--- src/rtl/fc_pkg.sv ---
package fc_pkg;
  // Last-error codes; values are fixed because software decodes them.
  typedef enum logic [2:0] {
    LEC_NONE  = 3'd0,
    LEC_STUFF = 3'd1,
    LEC_FORM  = 3'd2,
    LEC_ACK   = 3'd3,
    LEC_BIT1  = 3'd4,
    LEC_BIT0  = 3'd5,
    LEC_CRC   = 3'd6,
    LEC_SOFT  = 3'd7
  } lec_e;

  localparam int unsigned LEC_W  = 3;
  localparam int unsigned VIEW_W = 32;
endpackage

--- src/rtl/fc_rx_counter.sv ---
module fc_rx_counter #(
  parameter int unsigned CNT_W        = 8,
  parameter int unsigned HEAVY_STEP   = 8,
  parameter int unsigned RELOAD_ABOVE = 128,
  parameter int unsigned RELOAD_VAL   = 120
) (
  input  logic             clk,
  input  logic             rst,
  input  logic             freeze,
  input  logic             clear,
  input  logic             err_evt,
  input  logic             err_heavy,
  input  logic             ok_evt,
  output logic [CNT_W-1:0] cnt_q,
  output logic [CNT_W-1:0] cnt_d
);
  localparam logic [CNT_W-1:0] MAX_C    = {CNT_W{1'b1}};
  localparam logic [CNT_W-1:0] HEAVY_C  = CNT_W'(HEAVY_STEP);
  localparam logic [CNT_W-1:0] ONE_C    = CNT_W'(1);
  localparam logic [CNT_W-1:0] ABOVE_C  = CNT_W'(RELOAD_ABOVE);
  localparam logic [CNT_W-1:0] RELOAD_C = CNT_W'(RELOAD_VAL);

  logic [CNT_W:0] sum;

  always_comb begin
    sum   = {1'b0, cnt_q} + {1'b0, (err_heavy ? HEAVY_C : ONE_C)};
    cnt_d = cnt_q;
    if (clear) begin
      cnt_d = '0;
    end else if (!freeze) begin
      if (err_evt) begin
        cnt_d = sum[CNT_W] ? MAX_C : sum[CNT_W-1:0];
      end else if (ok_evt) begin
        if (cnt_q > ABOVE_C)    cnt_d = RELOAD_C;
        else if (cnt_q != '0)   cnt_d = cnt_q - ONE_C;
      end
    end
  end

  always_ff @(posedge clk) begin
    if (rst) cnt_q <= '0;
    else     cnt_q <= cnt_d;
  end
endmodule

--- src/rtl/fc_tx_busoff.sv ---
module fc_tx_busoff #(
  parameter int unsigned CNT_W        = 8,
  parameter int unsigned TX_STEP      = 8,
  parameter int unsigned RECOVER_SEQS = 128
) (
  input  logic             clk,
  input  logic             rst,
  input  logic             err_evt,
  input  logic             ok_evt,
  input  logic             recess_evt,
  input  logic             auto_en,
  input  logic             sw_req,
  output logic [CNT_W-1:0] cnt_q,
  output logic [CNT_W-1:0] cnt_d,
  output logic             busoff_q,
  output logic             busoff_d,
  output logic             recover_now
);
  localparam int unsigned      SEQ_W  = $clog2(RECOVER_SEQS + 1);
  localparam logic [SEQ_W-1:0] LAST_C = SEQ_W'(RECOVER_SEQS - 1);
  localparam logic [CNT_W-1:0] STEP_C = CNT_W'(TX_STEP);
  localparam logic [CNT_W-1:0] MAX_C  = {CNT_W{1'b1}};

  logic [CNT_W:0]   sum;
  logic [SEQ_W-1:0] seq_q;
  logic             armed_q;
  logic             armed_eff;
  logic             enter;
  logic             count_seq;

  always_comb begin
    sum         = {1'b0, cnt_q} + {1'b0, STEP_C};
    enter       = !busoff_q && err_evt && sum[CNT_W];
    armed_eff   = armed_q || auto_en;
    count_seq   = busoff_q && armed_eff && recess_evt;
    recover_now = count_seq && (seq_q == LAST_C);
    busoff_d    = enter ? 1'b1 : (recover_now ? 1'b0 : busoff_q);
    cnt_d       = cnt_q;
    if (recover_now) begin
      cnt_d = '0;
    end else if (!busoff_q) begin
      if (err_evt)                    cnt_d = enter ? MAX_C : sum[CNT_W-1:0];
      else if (ok_evt && cnt_q != '0) cnt_d = cnt_q - CNT_W'(1);
    end
  end

  always_ff @(posedge clk) begin
    if (rst) begin
      cnt_q    <= '0;
      busoff_q <= 1'b0;
      seq_q    <= '0;
      armed_q  <= 1'b0;
    end else begin
      cnt_q    <= cnt_d;
      busoff_q <= busoff_d;
      if (enter || recover_now)  seq_q <= '0;
      else if (count_seq)        seq_q <= seq_q + SEQ_W'(1);
      if (enter || recover_now)  armed_q <= 1'b0;
      else if (busoff_q && sw_req) armed_q <= 1'b1;
    end
  end
endmodule

--- src/rtl/fc_status.sv ---
module fc_status
  import fc_pkg::*;
#(
  parameter int unsigned CNT_W       = 8,
  parameter int unsigned WARN_LVL    = 96,
  parameter int unsigned PASSIVE_LVL = 128
) (
  input  logic             clk,
  input  logic             rst,
  input  logic [CNT_W-1:0] rx_d,
  input  logic [CNT_W-1:0] tx_d,
  input  logic             busoff_q,
  input  logic             busoff_d,
  input  logic             code_evt,
  input  logic [LEC_W-1:0] code_in,
  input  logic             sw_wr,
  input  logic [LEC_W-1:0] sw_val,
  input  logic             warn_ie,
  input  logic             passive_ie,
  input  logic             busoff_ie,
  input  logic             lec_ie,
  input  logic             irq_clr,
  output logic             warn_q,
  output logic             passive_q,
  output logic [LEC_W-1:0] lec_q,
  output logic             irq_q
);
  localparam logic [CNT_W-1:0] WARN_C = CNT_W'(WARN_LVL);
  localparam logic [CNT_W-1:0] PASS_C = CNT_W'(PASSIVE_LVL);

  logic warn_d;
  logic passive_d;
  logic irq_set;

  always_comb begin
    warn_d    = (rx_d >= WARN_C) || (tx_d >= WARN_C);
    passive_d = ((rx_d >= PASS_C) || (tx_d >= PASS_C)) && !busoff_d;
    irq_set   = (warn_ie    && warn_d    && !warn_q)    ||
                (passive_ie && passive_d && !passive_q) ||
                (busoff_ie  && busoff_d  && !busoff_q)  ||
                (lec_ie     && code_evt  && (code_in != LEC_NONE));
  end

  always_ff @(posedge clk) begin
    if (rst) begin
      warn_q    <= 1'b0;
      passive_q <= 1'b0;
      lec_q     <= LEC_NONE;
      irq_q     <= 1'b0;
    end else begin
      warn_q    <= warn_d;
      passive_q <= passive_d;
      if (code_evt)   lec_q <= code_in;
      else if (sw_wr) lec_q <= sw_val;
      if (irq_set)      irq_q <= 1'b1;
      else if (irq_clr) irq_q <= 1'b0;
    end
  end
endmodule

--- src/rtl/fault_confine.sv ---
module fault_confine
  import fc_pkg::*;
#(
  parameter int unsigned CNT_W        = 8,
  parameter int unsigned RX_HEAVY     = 8,
  parameter int unsigned TX_STEP      = 8,
  parameter int unsigned RELOAD_ABOVE = 128,
  parameter int unsigned RELOAD_VAL   = 120,
  parameter int unsigned WARN_LVL     = 96,
  parameter int unsigned PASSIVE_LVL  = 128,
  parameter int unsigned RECOVER_SEQS = 128
) (
  input  logic             clk,
  input  logic             rst,
  input  logic             rx_err_evt,
  input  logic             rx_err_heavy,
  input  logic             rx_ok_evt,
  input  logic             tx_err_evt,
  input  logic             tx_ok_evt,
  input  logic             err_code_evt,
  input  logic [2:0]       err_code_in,
  input  logic             sw_lec_wr,
  input  logic [2:0]       sw_lec_val,
  input  logic             recess_seq_evt,
  input  logic             auto_recover_en,
  input  logic             sw_recover_req,
  input  logic             warn_ie,
  input  logic             passive_ie,
  input  logic             busoff_ie,
  input  logic             lec_ie,
  input  logic             irq_clr,
  output logic [CNT_W-1:0] rx_cnt,
  output logic [CNT_W-1:0] tx_cnt,
  output logic             warn_flag,
  output logic             passive_flag,
  output logic             busoff_flag,
  output logic [2:0]       lec_code,
  output logic             err_irq_flag,
  output logic [31:0]      err_view
);
  localparam int unsigned PAD_W = VIEW_W - 2 * CNT_W - LEC_W - 4;

  logic [CNT_W-1:0] rx_d;
  logic [CNT_W-1:0] tx_d;
  logic             boff_d;
  logic             recover_now;

  fc_rx_counter #(
    .CNT_W(CNT_W), .HEAVY_STEP(RX_HEAVY),
    .RELOAD_ABOVE(RELOAD_ABOVE), .RELOAD_VAL(RELOAD_VAL)
  ) rx_u (
    .clk(clk), .rst(rst), .freeze(busoff_flag), .clear(recover_now),
    .err_evt(rx_err_evt), .err_heavy(rx_err_heavy), .ok_evt(rx_ok_evt),
    .cnt_q(rx_cnt), .cnt_d(rx_d)
  );

  fc_tx_busoff #(
    .CNT_W(CNT_W), .TX_STEP(TX_STEP), .RECOVER_SEQS(RECOVER_SEQS)
  ) tx_u (
    .clk(clk), .rst(rst), .err_evt(tx_err_evt), .ok_evt(tx_ok_evt),
    .recess_evt(recess_seq_evt), .auto_en(auto_recover_en),
    .sw_req(sw_recover_req), .cnt_q(tx_cnt), .cnt_d(tx_d),
    .busoff_q(busoff_flag), .busoff_d(boff_d), .recover_now(recover_now)
  );

  fc_status #(
    .CNT_W(CNT_W), .WARN_LVL(WARN_LVL), .PASSIVE_LVL(PASSIVE_LVL)
  ) st_u (
    .clk(clk), .rst(rst), .rx_d(rx_d), .tx_d(tx_d),
    .busoff_q(busoff_flag), .busoff_d(boff_d),
    .code_evt(err_code_evt), .code_in(err_code_in),
    .sw_wr(sw_lec_wr), .sw_val(sw_lec_val),
    .warn_ie(warn_ie), .passive_ie(passive_ie), .busoff_ie(busoff_ie),
    .lec_ie(lec_ie), .irq_clr(irq_clr),
    .warn_q(warn_flag), .passive_q(passive_flag), .lec_q(lec_code),
    .irq_q(err_irq_flag)
  );

  // Counter fields sit at the top of the word; R11 layout.
  assign err_view = {rx_cnt, tx_cnt, {PAD_W{1'b0}}, lec_code, 1'b0,
                     busoff_flag, passive_flag, warn_flag};
endmodule

--- config.mk ---
export PLATFORM = sky130hd
export DESIGN_NAME = fault_confine
export DESIGN_NICKNAME = d
export VERILOG_FILES = /design/src/rtl/fc_pkg.sv /design/src/rtl/fc_rx_counter.sv /design/src/rtl/fc_tx_busoff.sv /design/src/rtl/fc_status.sv /design/src/rtl/fault_confine.sv
export SDC_FILE = /design/constraint.sdc
export NUM_CORES = 1
export LEC_CHECK = 0
export BUFFER_PORTS_ARGS = -buffer_cell sky130_fd_sc_hd__clkbuf_2
export CORE_ASPECT_RATIO = 1.4
export CORE_MARGIN = 2
export CORE_UTILIZATION = 25
export CTS_BUF_LIST = sky130_fd_sc_hd__clkbuf_8
export DETAILED_ROUTE_END_ITERATION = 7
export HOLD_SLACK_MARGIN = 0.12
export PLACE_DENSITY = 0.46
export SLEW_MARGIN = 5
export SYNTH_ARGS = -nofsm -noshare
export SYNTH_HDL_FRONTEND = slang
export SYNTH_SLANG_ARGS = --single-unit
--- constraint.sdc ---
create_clock -name clk -period 2.7 [get_ports clk]
set_input_delay 0.27 -clock clk [delete_from_list [all_inputs] [get_ports clk]]
set_output_delay 0.27 -clock clk [all_outputs]
set_load 0.005 [all_outputs]
After elaboration in Yosys (flattened, before gate mapping):

Cells that the tools add are included.

* register bits: 32
* bits of input ports: 23
* output and inout port bits: 55

* add/subtract/negate cells: 5
* magnitude comparators: 5
* equal/unequal tests: 1
* mux-type cells: 19
* reduce and logical (&&, ||, !) cells: 33

Operator list (number)
* 8-bit two-way mux: 12
* 8-bit by 7-bit greater-or-equal comparator with 1-bit output (second input constant): 2
* 8-bit greater-or-equal comparator (second input constant): 2
* 1-bit logical AND: 16
* 8-bit nonzero test: 2
* 8-bit by 1-bit subtractor with 8-bit output (second input constant): 2
* 8-bit by 4-bit adder with 9-bit output (second input constant): 1
* 8-bit by 8-bit adder with 9-bit output: 1
* 8-bit by 1-bit adder with 8-bit output (second input constant): 1
* 8-bit by 7-bit equality test with 1-bit output (second input constant): 1
* 8-bit greater-than comparator (second input constant): 1
* 1-bit logical OR: 7
* 3-bit two-way mux: 2
* 1-bit zero test: 4
* 1-bit two-way mux: 4
* 4-bit two-way mux: 1
* 2-bit nonzero test: 2
* 3-bit nonzero test: 1
* 2-bit OR reduction: 1

Logic depth before layout (Yosys ltp):

Gate-level depths: netlist of run 1.

* word-level depth: 16
* gate-level depth with buffers: 9

Cells and area by module:

A second synthesis of run 1 with hierarchy kept.

* cell total of the unflattened synthesis: 349
* area total of the unflattened synthesis: 2741.4 µm²

Modules (own cells, without submodules)
* fc_tx_busoff: instances 1, cells each 151, area an instance 1208.7 µm²
* fc_rx_counter: instances 1, cells each 138, area an instance 999.7 µm²
* fc_status: instances 1, cells each 27, area an instance 289.0 µm²
* fault_confine: instances 1, cells each 33, area an instance 244.0 µm²

Worst setup path before layout of run 1:

OpenSTA, ideal clock, no wires.

* path type: register to register
* start: reg rx_u.cnt_q[0]
* end: reg st_u.warn_q
* setup time: 115 ps
* arrival time: 2393 ps
* data required time: 2585 ps
* slack: 191 ps
* stages on the path, launching flop included: 9
* buffers on the path: 0
* clock period less this slack: 2509 ps
* path through: dfxtp_1 > ha_1 > ha_1 > a31o_2 > or3_1 > a21oi_1 > o32ai_4 > a221oi_1 > a21bo_2

* longest elaborated chain between the ends: 9
* elaborated cells between the ends (all ways): 13
* classes of those cells: 2 x add/sub; 2 x order compare; 7 x mux; 2 x reduce/logical

RTL lines
* from (decl): line fc_rx_counter.sv:14 `output logic [CNT_W-1:0] cnt_q,`
* from (signal assigned): line fc_rx_counter.sv:42 `else cnt_q <= cnt_d;`
* 8-bit by 1-bit subtractor with 8-bit output or 8-bit nonzero test (tied branches): line fc_rx_counter.sv:35 `else if (cnt_q != '0) cnt_d = cnt_q - ONE_C;`
* 8-bit two-way mux: line fc_rx_counter.sv:35
* 8-bit two-way mux: line fc_rx_counter.sv:34 `if (cnt_q > ABOVE_C) cnt_d = RELOAD_C;`
* 8-bit two-way mux: line fc_rx_counter.sv:33 `end else if (ok_evt) begin`
* 8-bit two-way mux: line fc_rx_counter.sv:31 `if (err_evt) begin`
* 8-bit two-way mux *: line fc_rx_counter.sv:30 `end else if (!freeze) begin`
* 8-bit two-way mux *: line fc_rx_counter.sv:28 `if (clear) begin`
* 8-bit by 7-bit greater-or-equal comparator with 1-bit output *: line fc_status.sv:36 `warn_d = (rx_d >= WARN_C) || (tx_d >= WARN_C);`
* 1-bit logical OR *: line fc_status.sv:36
* to (signal assigned): line fc_status.sv:51 `warn_q <= warn_d;`
* to (decl): line fc_status.sv:23 `output logic warn_q,`

Mark *: on every way between the ends. The rest lies on a longest branch, timed or not.
A chain may end at the register's enable or synchronous reset.

Final worst setup path of run 1:

Ends and elaborated chain as after synthesis.

==> flow_summary.json, run 1 <==
{
  "status": "completed",
  "ant_nets": 0,
  "synth.distinct_cells": 71,
  "synthXorXnorAreaFrac_pct": 3.01,
  "synth_top_family_by_area": "compound AO/OA/AOI/OAI gates",
  "synth.largest_area_cell": "dfxtp_1",
  "grt_max_degree": 18,
  "seq_area_frac_synth_pct": 24.5,
  "min_period_over_period_pct": 92.3,
  "synth_compound_area_share_pct": 28.6,
  "relSlewSlack_pct": 54.5,
  "worstPathArrival_ns": 2.68,
  "ios": 78,
  "synth_area_per_cell_um2": 8.20,
  "io_buffers": 67,
  "worstSetupPathType": "flip-flop to flip-flop",
  "hold_viol": 0,
  "cts_tree": "yes",
  "cts_buffers": 5,
  "dieArea_um2": 11300,
  "timing.setup.tns_ns": 0,
  "synthesis.instances": 319,
  "synth_fa_ha_area_share_pct": 4.78,
  "clk_latency_ns": 0.29,
  "totalWireLength_um": 7560,
  "drc_errors": 0,
  "grt_pass1_wl_um": 12300,
  "max_freq_mhz": 401,
  "finalClockSkew_ns": 0.00312,
  "clock_sinks": 32,
  "start_util_pct": 25.4,
  "startpoint": "rx_u.cnt_q[0]$_SDFF_PP0_",
  "worstHoldStart": "err_code_in[0]",
  "rows": 44,
  "p_leak_uw": 0.00138,
  "synth_edf_count": 0,
  "nets": 412,
  "grt_usage_pct": 13.3,
  "stdcell_area_um2": 3100,
  "diodes": 0,
  "drive_gt1_share_pct": 32.1,
  "dr_total_vias": 2521,
  "core-area_um2": 10300,
  "avgRoutedWirePerCell_um": 14.6,
  "fp.dieW_um": 90.4,
  "grt_use_met3_pct": 1.93,
  "holdCritPathClass": "primary input to flip-flop",
  "cap_viol_max_count": 0,
  "fin_crit_ns": 2.49,
  "met2_usage_pct": 25.2,
  "fill_cells": 1133,
  "synth-simple-area-share_pct": 21.2,
  "overflow": 0,
  "ys_ff_latch": 32,
  "root_buffer": "clkbuf_8",
  "die_y_um": 125,
  "cp-start-kind": "flip-flop",
  "setup_violations": 0,
  "ys.flop_type": "dfxtp_1",
  "cts_buffer_depth": 2,
  "required_ns": 2.89,
  "async_reset_ff_share_pct": 0,
  "r2r_start": "rx_u.cnt_q[0]$_SDFF_PP0_",
  "via_per_inst": 4.87,
  "path_clk_slew_ns": 0.07,
  "yosysTopAreaCellShare_pct": 24.5,
  "cp-end-kind": "flip-flop",
  "final_max_slew_viol_count": 0,
  "ir_drop_v": 0.000176,
  "worstMarginPinSlew_ns": 0.673,
  "synth_area_um2": 2620,
  "crit_fanout": 4,
  "rsz0062_at_grt": "no",
  "htree_levels": 2,
  "area_growth_pct": 18.7,
  "yosys-top-cells-area": "dfxtp_1, buf_4, ha_1, nor2_1, a21oi_1",
  "antenna_found_initial": 0,
  "met1_usage_pct": 14.7,
  "synth_mux_area_share_pct": 2.73,
  "cts_hold_buf": 0,
  "p_per_area_nw_per_um2": 489,
  "drt-initial-drc-count": 91,
  "place_area_um2": 2980,
  "dpl.hpwl_um": 6040,
  "top_usage_layer": "met2",
  "ys_warn_count": 0,
  "drt-pass1-iter-count": 4,
  "grt_pass1_vias": 2498,
  "gp_congestion": 0.853
}
-- worst paths after layout --
| path | cells after the start | slack [ns] | to |
|---|---|---|---|
| worst min register to register | 2 | 0.48 | tx_u.seq_q[1]$_SDFFE_PP0P_ |
| worst max register to register | 8 | 0.21 | st_u.warn_q$_SDFF_PP0_ |
| worst max-delay path | 8 | 0.21 | st_u.warn_q$_SDFF_PP0_ |
| worst min-delay path | 3 | 0.23 | st_u.lec_q[0]$_SDFFE_PP0P_ |
-- logic make-up after synthesis --
logic type                 Yosys count
AOI/OAI and AO/OA                   95
xor gates and xnor gates             9
adders and majority gates           10
buffers and inverters               60
DFF                                 32
muxes                                7
other                                1
and+or+nand+nor                    105
-- sequential cells by signal, summed over array words and instances, names as in the netlist --
| register | count |
|---|---|
| tx_u.busoff_q | 1 |
| tx_u.cnt_q | 8 |
| st_u.warn_q | 1 |
| st_u.irq_q | 1 |
| rx_u.cnt_q | 8 |
| st_u.lec_q | 3 |
| tx_u.armed_q | 1 |
| st_u.passive_q | 1 |
| tx_u.seq_q | 8 |
-- power by group --
part	switching (µW)	internal [µW]
clock network	202	273
registers	52.3	508
logic	255	227
-- final cells by class --
cell class | count | area (µm²) | share of cell area, %
sequential | 32 | 641 | 20.6
clock inverter | 3 | 42.5 | 1.37
multi-input combinational | 236 | 1630 | 52.4
tap | 138 | 173 | 5.56
inverter | 16 | 60.1 | 1.94
clock buffer | 5 | 68.8 | 2.22
timing repair buffer | 88 | 493 | 15.9
-- per-stage QoR --
stage	hold slack [ns]	cells	util, %	total power, µW	setup WS, ns
after floorplan	0.409	328	-	913	0.191
after global placement	0.475	510	29.0	1050	0.117
after detailed placement	0.483	510	29.0	1060	0.00239
after CTS	0.222	518	30.0	1540	0.0848
after global routing	0.244	518	30.1	1610	0.0626
final	0.226	518	30.1	1520	0.207
-- cells in the final DEF, fill, tap and decap left out, types with 4 or more instances in the layout --
| cell type | n |
|---|---|
| nand3_1 | 6 |
| o221ai_1 | 4 |
| mux2i_1 | 6 |
| a21oi_1 | 22 |
| o2111ai_1 | 4 |
| o311ai_0 | 4 |
| nand4_1 | 6 |
| nor3_1 | 5 |
| a41o_1 | 4 |
| dfxtp_1 | 32 |
| o21ai_0 | 13 |
| inv_1 | 15 |
| and2_1 | 4 |
| a211oi_1 | 4 |
| ha_1 | 10 |
| nand2_1 | 22 |
| clkbuf_8 | 5 |
| buf_4 | 21 |
| conb_1 | 10 |
| nand2b_1 | 4 |
| a31oi_1 | 5 |
| xnor2_1 | 7 |
| nor2_1 | 33 |
| clkbuf_2 | 67 |
-- layer usage --
layer / vias up / part of all wire [%] / routed length (µm)
li1: 1259 / - / -
met1: 1193 / 41 / 3070
met2: 58 / 54 / 4100
met3: 11 / 2.9 / 216
met4: 0 / 2.3 / 174
met5: - / 0 / 0
-- timing repair --
action | 4_1_cts | 5_1_grt
endpoints found under the hold margin | 0 | 0
setup buffers | 0 | 0
endpoints found under the setup margin | 0 | 1
resized for setup | 0 | 2
-- critical path: stages (launching register included) --
cell,delay (ns)
dfxtp_1,0.32
ha_1,0.22
ha_1,0.21
a31o_2,0.25
or3_1,0.39
a21oi_2,0.23
o32ai_4,0.11
a221oi_1,0.39
a21bo_2,0.26
-- cell usage after synthesis (3+ instances only) --
master and count:
nand2b_1 4, ha_1 10, nand2_1 22, o211ai_1 3, dfxtp_1 32, a21oi_1 23, inv_1 15, nor4_1 3
clkbuf_8 3, a41o_1 4, o21ai_0 13, o2111ai_1 4, nand4_1 6, mux2i_1 6, a211oi_1 4, o221ai_1 4
or3_1 3, and2_1 4, or4_4 3, nor3_1 5, xnor2_1 7, nor2_1 33, nand3_1 6, o311ai_0 4
buf_4 32, a31oi_1 5, clkbuf_1 5
No activity file was read; power rests on OpenSTA's default activity.
==> inputs of run 2 (changes only) <==
Settings changed: BUFFER_PORTS_ARGS -buffer_cell sky130_fd_sc_hd__clkbuf_2 to not set, DONT_BUFFER_PORTS set to 1, PLACE_DENSITY 0.46 to 0.39.
==> run 2 against run 1 <==
Compared with the run above:
- critical path depth stayed put
- count of clock-buffer cells in the layout stayed put
- flip-flop and latch count is the same
- maximum frequency decreased by 1.5%
- die area unchanged
- sequential share of layout area rose by 2.0 points
- cell count shrank 11%
- worst hold slack worse by 0.098 ns
- critical endpoint unchanged
- largest power group unchanged
==> flow_summary.json, run 2 (synthesis gave the netlist of run 1 again) <==
{
  "status": "completed",
  "avgRoutedWirePerCell_um": 17.2,
  "fin_crit_ns": 2.53,
  "die_y_um": 125,
  "fp.dieW_um": 90.4,
  "startpoint": "rx_u.cnt_q[0]$_SDFF_PP0_",
  "p_int_uw": 965,
  "totalWireLength_um": 7870,
  "final_max_slew_viol_count": 0,
  "drc_errors": 0,
  "ir_drop_v": 0.000161,
  "start_util_pct": 25.4,
  "diodes": 0,
  "clkPwrFrac_pct": 32.4,
  "p_leak_uw": 0.00113,
  "cts_tree": "yes",
  "finalClockSkew_ns": 0.00311,
  "rsz0062_at_grt": "no",
  "hold_ws_ns": 0.129,
  "crit_fanout": 5,
  "sw_frac_of_total_pct": 33.1,
  "r2r_start": "rx_u.cnt_q[0]$_SDFF_PP0_",
  "area_growth_pct": 7.99,
  "relSlewSlack_pct": 57.6,
  "via_per_inst": 5.03,
  "root_buffer": "clkbuf_8",
  "grt_usage_pct": 14.3,
  "drt-initial-drc-count": 131,
  "max_freq_mhz": 395,
  "grt_pass1_wl_um": 12800,
  "clock_sinks": 32,
  "ant_nets": 0,
  "seqPwrFrac_pct": 39.2,
  "grt_pass1_vias": 2333,
  "grt_max_degree": 18,
  "timing.setup.tns_ns": 0,
  "reg2reg_depth": 8,
  "cts_setup_buffers": 0,
  "dpl.hpwl_um": 6020,
  "overflow": 0,
  "cts_buffers": 5,
  "final_common_cell": "nor2_1",
  "drt-pass1-iter-count": 4,
  "worstPathArrival_ns": 2.72,
  "io_buffers": 0,
  "antenna_found_initial": 0,
  "finish.utilization_pct": 27.4,
  "power_frac_comb_pct": 28.5,
  "worstSetupPathType": "flip-flop to flip-flop",
  "worstReg2RegEnd": "st_u.warn_q$_SDFF_PP0_",
  "setup_violations": 0,
  "cp-start-kind": "flip-flop",
  "cp-endpoint": "st_u.warn_q$_SDFF_PP0_",
  "nets": 353,
  "gp_congestion": 0.877,
  "worstMarginPinSlew_ns": 0.629,
  "dr_total_vias": 2307,
  "htree_levels": 2,
  "cap_viol_max_count": 0,
  "place_area_um2": 2680,
  "ios": 78,
  "stdcell_area_um2": 2820,
  "cts_buffer_depth": 2,
  "reg.largest.list": "rx_u.cnt_q: 8 flops, tx_u.cnt_q: 8 flops, tx_u.seq_q: 8 flops",
  "reg2reg_slack_ns": 0.17,
  "holdCritPathClass": "primary input to flip-flop",
  "mostFrequentLayoutCells": "nor2_1, dfxtp_1, buf_4, a21oi_1, nand2_1",
  "core-area_um2": 10300,
  "clk_latency_ns": 0.29,
  "cp-end-kind": "flip-flop",
  "min_period_over_period_pct": 93.8,
  "p_per_area_nw_per_um2": 511,
  "drive_gt1_share_pct": 17.4,
  "p_switching_uw": 478,
  "path_clk_slew_ns": 0.07,
  "required_ns": 2.89,
  "hold_viol": 0,
  "dieArea_um2": 11300,
  "fill_cells": 1158,
  "rows": 44,
  "hold_depth": 2
}
run 2: worst max-delay path, stage by stage (launching register included):
cell and delay, ns:
dfxtp_1 0.32, ha_1 0.23, ha_1 0.21, a31o_2 0.25
or3_1 0.38, a21oi_1 0.30, o32ai_4 0.14, a221oi_1 0.35
a21bo_2 0.26
run 2: final cells by class:
cell class | instances | area (µm²) | share of cell area (%)
Tap cell | 138 | 173 | 6.11
Timing Repair Buffer | 29 | 228 | 8.06
Clock buffer | 5 | 68.8 | 2.44
Clock inverter | 3 | 38.8 | 1.37
Sequential cell | 32 | 641 | 22.7
Inverter | 16 | 60.1 | 2.13
Multi-Input combinational cell | 236 | 1620 | 57.2
run 2: power by group through the flow:
stage	clock network [µW]	logic, µW	registers (µW)
3_3_place_gp	0	402	577
3_5_place_dp	0	405	577
2_1_floorplan	0	348	566
6_report	467	411	565
4_1_cts	488	413	566
5_1_grt	506	462	573
run 2: repair_timing:
item                                   CTS  global route
endpoints found under the hold margin    5             0
resized for setup                        0             0
hold buffers                             4             0
run 2: routing by layer:
metal  track usage [%]  wire, µm  up-vias
met5                 0         0        -
met4              6.43       219        0
met3              3.07       297       14
met2              27.3      4340       44
met1              14.8      3010     1111
li1                  -         -     1138
run 2: worst min path at each step:
stage	startpoint	to
final	sw_recover_req	tx_u.armed_q$_SDFFE_PP0P_
after global routing	err_code_evt	st_u.lec_q[1]$_SDFFE_PP0P_
after CTS	sw_recover_req	tx_u.armed_q$_SDFFE_PP0P_
after detailed placement	rst	st_u.lec_q[2]$_SDFFE_PP0P_
after global placement	rst	st_u.lec_q[2]$_SDFFE_PP0P_
after floorplan	err_code_in[0]	st_u.lec_q[0]$_SDFFE_PP0P_
run 2: through the flow:
stage               std cells  power [µW]  worst slack (ns)
finish                    459        1440             0.168
global route              459        1540            0.0188
CTS                       459        1470             0.165
detailed placement        447         982             0.171
global placement          447         979             0.205
floorplan                 328         913             0.191
==> inputs of run 3 (changes only) <==
Settings changed: CTS_BUF_LIST sky130_fd_sc_hd__clkbuf_8 to not set.
==> run 3 against run 2 <==
Compared with the run above:
- worst hold slack improved by 0.0046 ns
- via count down 0.78%
- setup slack worse by 0.0019 ns
- wire length shrank 0.66%
- clock power is 39% higher
- combinational power about the same
- count of clock-buffer cells in the layout grew 1
- largest power group is now clock
- critical path type unchanged
- flip-flop and latch count stayed put
- cell area increased by 0.93%
- sequential share of layout area shrank 0.21 points
==> flow_summary.json, run 3 (synthesis gave the netlist of run 1 again) <==
{
  "status": "completed",
  "diodes": 0,
  "nets": 350,
  "p_leak_uw": 0.00113,
  "cp-start-kind": "flip-flop",
  "grt_pass1_wl_um": 12600,
  "grt_usage_pct": 14.1,
  "worstSetupPathType": "flip-flop to flip-flop",
  "area_growth_pct": 9.00,
  "fin_crit_ns": 2.53,
  "rsz0062_at_grt": "no",
  "cts_tree": "yes",
  "dieArea_um2": 11300,
  "sw_frac_of_total_pct": 30.6,
  "cap_viol_max_count": 0,
  "multi_input_area_um2": 1620,
  "start_util_pct": 25.4,
  "overflow": 0,
  "die_y_um": 125,
  "grt_pass1_vias": 2303,
  "antenna_found_initial": 0,
  "timing.setup.tns_ns": 0,
  "clock_sinks": 32,
  "ir_drop_v": 0.000224,
  "via_per_inst": 5.02,
  "dpl.hpwl_um": 6020,
  "crit_chain": "ha_1, ha_1, a31o_2, or3_1, a21oi_1, o32ai_4, a221oi_1, a21bo_2",
  "drt-pass1-iter-count": 4,
  "grt_max_degree": 18,
  "relSlewSlack_pct": 57.6,
  "htree_levels": 2,
  "max_freq_mhz": 395,
  "cts_resized": 0,
  "rows": 44,
  "final_max_slew_viol_count": 0,
  "ff_latch_area_um2": 641,
  "slowest_stage": "or3_1",
  "reg2reg_slack_ns": 0.17,
  "setup_violations": 0,
  "cp-end-kind": "flip-flop",
  "reg.largest.list": "rx_u.cnt_q: 8 flops, tx_u.cnt_q: 8 flops, tx_u.seq_q: 8 flops",
  "fill_cells": 1153,
  "path_clk_slew_ns": 0.05,
  "p_int_uw": 1130,
  "p_switching_uw": 497,
  "cts_buffers": 5,
  "gp_congestion": 0.877,
  "clkPwrFrac_pct": 40.0,
  "drc_errors": 0,
  "worstMarginPinSlew_ns": 0.629,
  "cts_hold_buf": 1,
  "totalWireLength_um": 7820,
  "ios": 78,
  "io_buffers": 0,
  "cts_setup_buffers": 0,
  "core-area_um2": 10300,
  "power_uw": 1620,
  "p_per_area_nw_per_um2": 569,
  "required_ns": 2.87,
  "finalClockSkew_ns": 0.00258,
  "crit_path_frequent_cell": "ha_1",
  "max_stage_delay_ns": 0.38,
  "worstPathArrival_ns": 2.71,
  "dr_total_vias": 2289,
  "min_period_over_period_pct": 93.8,
  "final_common_cell": "nor2_1",
  "hold_viol": 0,
  "cts_buffer_depth": 2,
  "clk_latency_ns": 0.28,
  "power_frac_comb_pct": 25.1,
  "seqPwrFrac_pct": 34.8,
  "avgRoutedWirePerCell_um": 17.2,
  "root_buffer": "clkbuf_16",
  "crit_fanout": 5,
  "fp.dieW_um": 90.4,
  "drt-initial-drc-count": 132,
  "ant_nets": 0,
  "mostFrequentLayoutCells": "nor2_1, dfxtp_1, buf_4, a21oi_1, nand2_1",
  "drive_gt1_share_pct": 17.6,
  "holdCritPathClass": "primary input to flip-flop"
}
-- run 3: layer usage --
| metal | vias up | GRT usage, % | share of wire, % |
|---|---|---|---|
| li1 | 1133 | - | - |
| met1 | 1099 | 14.6 | 39 |
| met2 | 45 | 27.3 | 56 |
| met3 | 12 | 3.07 | 3.5 |
| met4 | 0 | 5.52 | 2.4 |
| met5 | - | 0 | 0 |
-- run 3: through the flow --
| stage | hold WS [ns] | instance area [µm²] | std cells | worst slack [ns] | util (%) |
|---|---|---|---|---|---|
| after floorplan | 0.409 | 2650 | 328 | 0.191 | - |
| after global placement | 0.345 | 2680 | 447 | 0.205 | 26.0 |
| after detailed placement | 0.345 | 2680 | 447 | 0.171 | 26.0 |
| after CTS | 0.127 | 2850 | 456 | 0.169 | 27.7 |
| after global routing | 0.147 | 2850 | 456 | 0.0260 | 27.7 |
| final | 0.133 | 2850 | 456 | 0.166 | 27.7 |
-- run 3: path summary, 6_finish.rpt --
check | startpoint | to | depth (start not counted)
worst max-delay path | rx_u.cnt_q[0]$_SDFF_PP0_ | st_u.warn_q$_SDFF_PP0_ | 8
worst min-delay path | err_code_evt | st_u.lec_q[2]$_SDFFE_PP0P_ | 2
worst max register to register | rx_u.cnt_q[0]$_SDFF_PP0_ | st_u.warn_q$_SDFF_PP0_ | 8
worst min register to register | tx_u.seq_q[1]$_SDFFE_PP0P_ | tx_u.seq_q[1]$_SDFFE_PP0P_ | 2
-- run 3: power groups by stage --
stage               registers, µW  logic (µW)  clock network, µW
CTS                           567         409                674
global placement              577         402                  0
floorplan                     566         348                  0
detailed placement            577         405                  0
finish                        565         408                650
global route                  573         458                686
-- run 3: worst max-delay path: cells and delay by family, from the launching register on --
| kind | cells | cell delay, ns |
|---|---|---|
| and+or+nand+nor | 1 | 0.38 |
| adders and majority gates | 2 | 0.44 |
| AOI/OAI and AO/OA | 5 | 1.30 |
| DFF | 1 | 0.31 |
-- run 3: final cells by class --
class | count | share of cell area (%)
clock inverters | 2 | 1.23
clock buffers | 6 | 4.52
multi-input cells | 236 | 56.7
flip-flops and latches | 32 | 22.5
well taps | 138 | 6.06
repair buffers | 26 | 6.94
inverters | 16 | 2.11
